### config.mk
export PLATFORM = sky130hd
export DESIGN_NAME = nand_ecc_accum
export DESIGN_NICKNAME = d
export VERILOG_FILES = /design/src/rtl/nand_ecc_lane_par.sv /design/src/rtl/nand_ecc_accum.sv
export SDC_FILE = /design/constraint.sdc
export NUM_CORES = 1
export LEC_CHECK = 0
export ABC_CLOCK_PERIOD_IN_PS = 2910
export BUFFER_PORTS_ARGS = -buffer_cell sky130_fd_sc_hd__buf_2
export CAP_MARGIN = 20
export CORE_MARGIN = 10
export CORE_UTILIZATION = 40
export CTS_CLUSTER_DIAMETER = 50
export DETAILED_ROUTE_END_ITERATION = 6
export GPL_TIMING_DRIVEN = 1
export SETUP_SLACK_MARGIN = 0.3
export SYNTH_ARGS = -nofsm -noshare
export SYNTH_HDL_FRONTEND = slang
export SYNTH_SLANG_ARGS = --single-unit
### constraint.sdc
create_clock -name clk -period 2.91 [get_ports clk]
set_clock_uncertainty 0.2 [all_clocks]
set_input_delay 0.1455 -clock clk [delete_from_list [all_inputs] [get_ports clk]]
set_output_delay 0.1455 -clock clk [all_outputs]
set_load 0.01 [all_outputs]
### src/rtl/nand_ecc_lane_par.sv
// Per-byte parity contributions: column parities (split by bit-in-byte
// address bit, low and high halves) and the whole-byte parity.
// Assumes DATA_W is a power of two.
module nand_ecc_lane_par #(
    parameter int DATA_W = 8
) (
    input  logic [DATA_W-1:0]         byte_i,
    output logic [$clog2(DATA_W)-1:0] col_lo_o,
    output logic [$clog2(DATA_W)-1:0] col_hi_o,
    output logic                      row_par_o
);
    localparam int BIT_AW = $clog2(DATA_W);

    // Mask of bit lanes whose address bit k equals want_one.
    function automatic logic [DATA_W-1:0] lane_mask(input int k, input logic want_one);
        logic [DATA_W-1:0] m;
        for (int i = 0; i < DATA_W; i++) begin
            m[i] = ((((i >> k) & 1) == 1) == want_one);
        end
        return m;
    endfunction

    for (genvar k = 0; k < BIT_AW; k++) begin : g_col
        // Column parity pair for bit-address bit k.
        assign col_lo_o[k] = ^(byte_i & lane_mask(k, 1'b0));
        assign col_hi_o[k] = ^(byte_i & lane_mask(k, 1'b1));
    end

    assign row_par_o = ^byte_i;

endmodule

### src/rtl/nand_ecc_accum.sv
// Running parity halves and byte counter for one sector.
// sum_*_o present the halves including the byte offered this cycle, so the
// parent can classify on the edge that takes the last byte.
// Assumes SECTOR_BYTES and DATA_W are powers of two.
module nand_ecc_accum #(
    parameter int DATA_W       = 8,
    parameter int SECTOR_BYTES = 512
) (
    input  logic                  clk,
    input  logic                  rst_n,
    input  logic                  clr_i,
    input  logic                  take_i,
    input  logic [DATA_W-1:0]     byte_i,
    output logic [$clog2(DATA_W)+$clog2(SECTOR_BYTES)-1:0] sum_lo_o,
    output logic [$clog2(DATA_W)+$clog2(SECTOR_BYTES)-1:0] sum_hi_o,
    output logic                  last_o
);
    localparam int BIT_AW  = $clog2(DATA_W);
    localparam int BYTE_AW = $clog2(SECTOR_BYTES);
    localparam int HALF_W  = BIT_AW + BYTE_AW;
    localparam logic [BYTE_AW-1:0] LAST_IDX = BYTE_AW'(SECTOR_BYTES - 1);

    logic [BYTE_AW-1:0] cnt_q;
    logic [HALF_W-1:0]  lo_q, hi_q;
    logic [HALF_W-1:0]  add_lo, add_hi;
    logic [BIT_AW-1:0]  col_lo, col_hi;
    logic               row_par;

    nand_ecc_lane_par #(.DATA_W(DATA_W)) u_lane (
        .byte_i    (byte_i),
        .col_lo_o  (col_lo),
        .col_hi_o  (col_hi),
        .row_par_o (row_par)
    );

    assign add_lo[BIT_AW-1:0] = col_lo;
    assign add_hi[BIT_AW-1:0] = col_hi;

    for (genvar j = 0; j < BYTE_AW; j++) begin : g_row
        // Steer the byte parity into the half chosen by byte-index bit j.
        assign add_lo[BIT_AW+j] = row_par & ~cnt_q[j];
        assign add_hi[BIT_AW+j] = row_par &  cnt_q[j];
    end

    assign sum_lo_o = lo_q ^ add_lo;
    assign sum_hi_o = hi_q ^ add_hi;
    assign last_o   = take_i && (cnt_q == LAST_IDX);

    // Update the halves and count; restart after the final byte or on clear.
    always_ff @(posedge clk) begin
        if (!rst_n || clr_i) begin
            cnt_q <= '0;
            lo_q  <= '0;
            hi_q  <= '0;
        end else if (take_i) begin
            if (cnt_q == LAST_IDX) begin
                cnt_q <= '0;
                lo_q  <= '0;
                hi_q  <= '0;
            end else begin
                cnt_q <= cnt_q + 1'b1;
                lo_q  <= sum_lo_o;
                hi_q  <= sum_hi_o;
            end
        end
    end

    a_r10_clear_state: assert property (@(posedge clk) disable iff (!rst_n)
        clr_i |=> (cnt_q == '0 && lo_q == '0 && hi_q == '0));

    a_r9_idle_holds: assert property (@(posedge clk) disable iff (!rst_n)
        (!take_i && !clr_i) |=> ($stable(cnt_q) && $stable(lo_q) && $stable(hi_q)));

    a_r11_wrap_clean: assert property (@(posedge clk) disable iff (!rst_n)
        (last_o && !clr_i) |=> (cnt_q == '0 && lo_q == '0 && hi_q == '0));

endmodule

Word level (Yosys, flattened, before mapping) --
Index checks and enable logic that the tools add are counted.
Operators by class: $add $sub $neg 1, $mul 0, div/mod/pow operators 0, magnitude comparators 0, eq/ne operators 1, shift operators 0, muxes and demuxes 3, bitwise logic cells 29, reductions and logical operators 10
Operators with widths (count):
- 8-bit parity | 7
- 12-bit 2-to-1 mux | 2
- 12-bit bitwise XOR | 2
- 1-bit bitwise AND | 18
- 9-bit by 1-bit adder with 9-bit output, second input constant | 1
- 9-bit == test, second input constant | 1
- 9-bit 2-to-1 mux | 1
- 1-bit inverter | 9
- 1-bit logical AND | 1
- 1-bit zero test | 1
- 1-bit logical OR | 1
Storage, ports and cells: flip-flop bits (word level) 33, bits in latches 0, memory bits (writable) 0, ROM bits 0, input bits 12, output and inout bits 25, word-level logic and storage cells 47, memories 0

Logic depth before layout (Yosys ltp) --
depth after elaboration 4, depth in mapped cells 9, gate-level depth less buffers 8

Modules after synthesis --
Synthesis repeated with hierarchy kept, for this count alone.
Second synthesis, totals: cell total of the unflattened synthesis 179, area, all modules 1727.9 um2
Modules (own cells, without submodules):
- nand_ecc_accum | times used 1, cells an instance 164, area each 1574.0 um2, seq. area each 660.6 um2
- nand_ecc_lane_par | times used 1, cells an instance 15, area each 153.9 um2, seq. area each 0.0 um2

Least setup slack after synthesis --
Ideal clock, no wire load.
path type reg2reg, start point register cnt_q[1], end point register hi_q[3], library setup time 0.132 ns, arrival time 1.949 ns, data required time 2.578 ns, path slack 0.629 ns, cell stages (with the launch flop) 9, buffers on the path 1, clock period less this slack 2.281 ns, cell sequence dfxtp_1 -> ha_1 -> nand3_1 -> nor4_1 -> ha_1 -> nor2_2 -> nand2_1 -> clkbuf_1 -> o41ai_2
Between the ends: word-level cells in the longest chain between the ends 2
RTL lines:
- start: declaration | RTL line nand_ecc_accum.sv:23 | logic [BYTE_AW-1:0] cnt_q;
- start signal: assignment | RTL line nand_ecc_accum.sv:61 | cnt_q <= cnt_q + 1'b1;
- 9-bit == test | RTL line nand_ecc_accum.sv:56 | if (cnt_q == LAST_IDX) begin
- 12-bit 2-to-1 mux | RTL line nand_ecc_accum.sv:56
- end signal: assignment | RTL line nand_ecc_accum.sv:63 | hi_q <= sum_hi_o;
- end: declaration | RTL line nand_ecc_accum.sv:24 | logic [HALF_W-1:0] lo_q, hi_q;
No other way between the ends. A chain may end at the register's enable or synchronous reset.

Final worst setup path --
start point register cnt_q[1], end point output last_o
Between the ends: word-level cells in the longest chain between the ends 2
RTL lines:
- 9-bit == test | RTL line nand_ecc_accum.sv:47 | assign last_o = take_i && (cnt_q == LAST_IDX);
- 1-bit logical AND | RTL line nand_ecc_accum.sv:47
- end: declaration | RTL line nand_ecc_accum.sv:16 | output logic last_o
No other way between the ends.

==> impl_metrics.ini <==
[critical_path]
end_kind = output pin
cp.required_ns = 2.56
r2r_setup_slack_ns = 0.54
critical_path_class = flop to output pin
ff2ff_path_depth = 9
critPathLaunch = cnt_q[1]
rr_endpoint = lo_q[11]
cp_max_fo = 23
worst_ep_arrival_time_ns = 2.04
worstReg2RegStart = cnt_q[1]
crit_path_start_kind = flop

[finish]
utilization_pct = 50.0
antenna_cells = 0
drive_gt1_share_pct = 25.4
layout_commonest_cell = xnor2_1
layout_common_cells = xnor2_1 (41), buf_2 (36), dfxtp_1 (33)
finalInstanceArea_um2 = 2560
nets = 296
fill_cells = 508
area_growth_pct = 21.6

[routing]
final_antenna_net_count = 0
wl_um = 5140
vias_per_cell = 5.31
wl_per_cell_um = 14.6
drcViolationCount = 0
vias = 1873
firstDrtPassIters = 4
drt_iter0_markers = 74

[clock_tree]
cts_buffers = 5
cts_buffer_depth = 2
clock-sinks = 33
cts-hold-fix-buffers = 0
cts_tree = done
clock_latency_ns = 0.29
htree_num_levels = 2
path_clk_slew_ns = 0.07
cts_root_buf = clkbuf_8

[global_route]
grt_pass1_wl_um = 8900
antenna_found_initial = 0
grt-ovfl-total = 0
grt_use_total_pct = 12.4
grt_pass1_vias = 1859
grt_max_degree = 37

[placed_design]
place_area_um2 = 2370
io_buffer_count = 36
gp_congestion = 0.776
dp_hpwl_um = 3490

[sta]
grt_setup_unrepaired = no
slew-limit-headroom_pct = 63.3
max_freq_mhz = 420
finalSetupTns_ns = 0
drv_slew = 0
tightest_slew_ns = 0.550
setup_violations = 0
layout_min_cycle_time_ns = 2.38
hold_viol = 0
fin_crit_sh_pct = 81.8

[floorplan]
die-area_um2 = 8550
die_w_um = 92.5
start_util_pct = 41.2
core_area_um2 = 5110
die_y_um = 92.5
io_pins = 37
rows = 26

[min_path]
worstHoldPathCells = 4
holdCritStartpoint = rst_n
worstHoldEndpoint = cnt_q[0]
hold_path_class = primary input to flop

[power_and_ir_drop]
max-vdd-ir-drop_v = 0.000315
p_leak_nw = 1.05
total_power_mw = 1.50
p_per_area_nw_per_um2 = 585

[run_status]
outcome = finished clean

[synthesis]
synth_fp_nets = 256
ys_ff_latch = 33
syn_area_per_cell_um2 = 8.69
synth_cells = 242
ys_seq_area_share_pct = 31.4
syn-cell-area_um2 = 2100
yosysWarnings = 0
ys_types = 33

[job]
cap_violations = 0
flip-flops by register name, indices dropped and copies added (netlist names):
signal and cells:
cnt_q 9, hi_q 12, lo_q 12
routing by layer:
layer	up-vias	share of wire [%]	global-route usage, %	wire length [µm]
li1	952	-	-	-
met1	876	47	15.4	2420
met2	37	47	20.1	2400
met3	8	4.9	3.47	250
met4	0	1.4	4.24	70
met5	-	0	0	0
stage by stage:
stage / setup WS, ns / hold slack, ns / std cells
floorplan: 0.629 / 0.261 / 242
global placement: 0.151 / 0.290 / 340
detailed placement: 0.121 / 0.300 / 340
CTS: 0.395 / 0.194 / 348
global route: 0.346 / 0.209 / 353
finish: 0.529 / 0.191 / 353
final cells by class:
class / instances / area [µm²] / share of cell area (%)
flip-flops and latches: 33 / 661 / 25.8
repair buffers: 47 / 299 / 11.7
clock buffers: 7 / 86.3 / 3.38
inverters: 10 / 37.5 / 1.47
clock inverters: 1 / 30.0 / 1.17
multi-input cells: 185 / 1360 / 53.0
well taps: 70 / 87.6 / 3.43
worst max-delay path, cell delays in order (launching register included):
cell,delay (ns)
dfxtp_1,0.44
ha_1,0.23
nand3_1,0.10
nor4_1,0.21
ha_2,0.27
buf_6,0.20
and2_1,0.17
buf_2,0.14
power by group:
part	internal, mW	total [mW]	switching, mW
combinational	0.237	0.553	0.315
clock	0.279	0.451	0.172
sequential	0.472	0.492	0.0201
total	0.988	1.50	0.507
Yosys cell counts (all sizes together):
library cell / instances / area, µm²
a21oi: 4 / 20.0
a22oi: 4 / 30.0
a31oi: 17 / 106
and2: 1 / 6.26
and3: 16 / 100
buf: 6 / 37.5
clkbuf: 8 / 30.0
dfxtp: 33 / 661
ha: 2 / 25.0
inv: 10 / 37.5
mux2i: 2 / 20.0
nand2: 21 / 78.8
nand2b: 3 / 18.8
nand3: 3 / 15.0
nand4: 2 / 12.5
nand4b: 1 / 8.76
nor2: 15 / 58.8
nor2b: 4 / 25.0
nor4: 2 / 12.5
o211a: 1 / 10.0
o211ai: 1 / 7.51
o21ai: 20 / 100
o41ai: 17 / 231
or3: 4 / 25.0
xnor2: 44 / 408
xor2: 1 / 16.3
kinds of logic (layout without fill, tap and decap cells):
group	Yosys count	in the layout	synth area share [%]
XOR/XNOR	45	45	20.2
flip-flops	33	33	31.4
AO/OA/AOI/OAI	64	64	24.0
adder cells (fa/ha/maj)	2	2	1.19
buffers and inverters	24	65	5.00
AND/OR/NAND/NOR	72	72	17.2
multiplexers	2	2	0.952
worst max path at each step:
stage | cells after the start | slack (ns) | endpoint
6_report | 7 | 0.53 | last_o
5_1_grt | 9 | 0.35 | lo_q[11]
4_1_cts | 8 | 0.40 | lo_q[8]
3_5_place_dp | 8 | 0.12 | lo_q[8]
3_3_place_gp | 8 | 0.15 | lo_q[8]
2_1_floorplan | 8 | 0.63 | hi_q[3]
what timing repair did:
action / in CTS / in global routing
resized for setup: 1 / 2
endpoints found under the setup margin: 17 / 17
setup buffers: 0 / 4
pin swaps: 0 / 1
No activity file was read; power rests on OpenSTA's default activity.
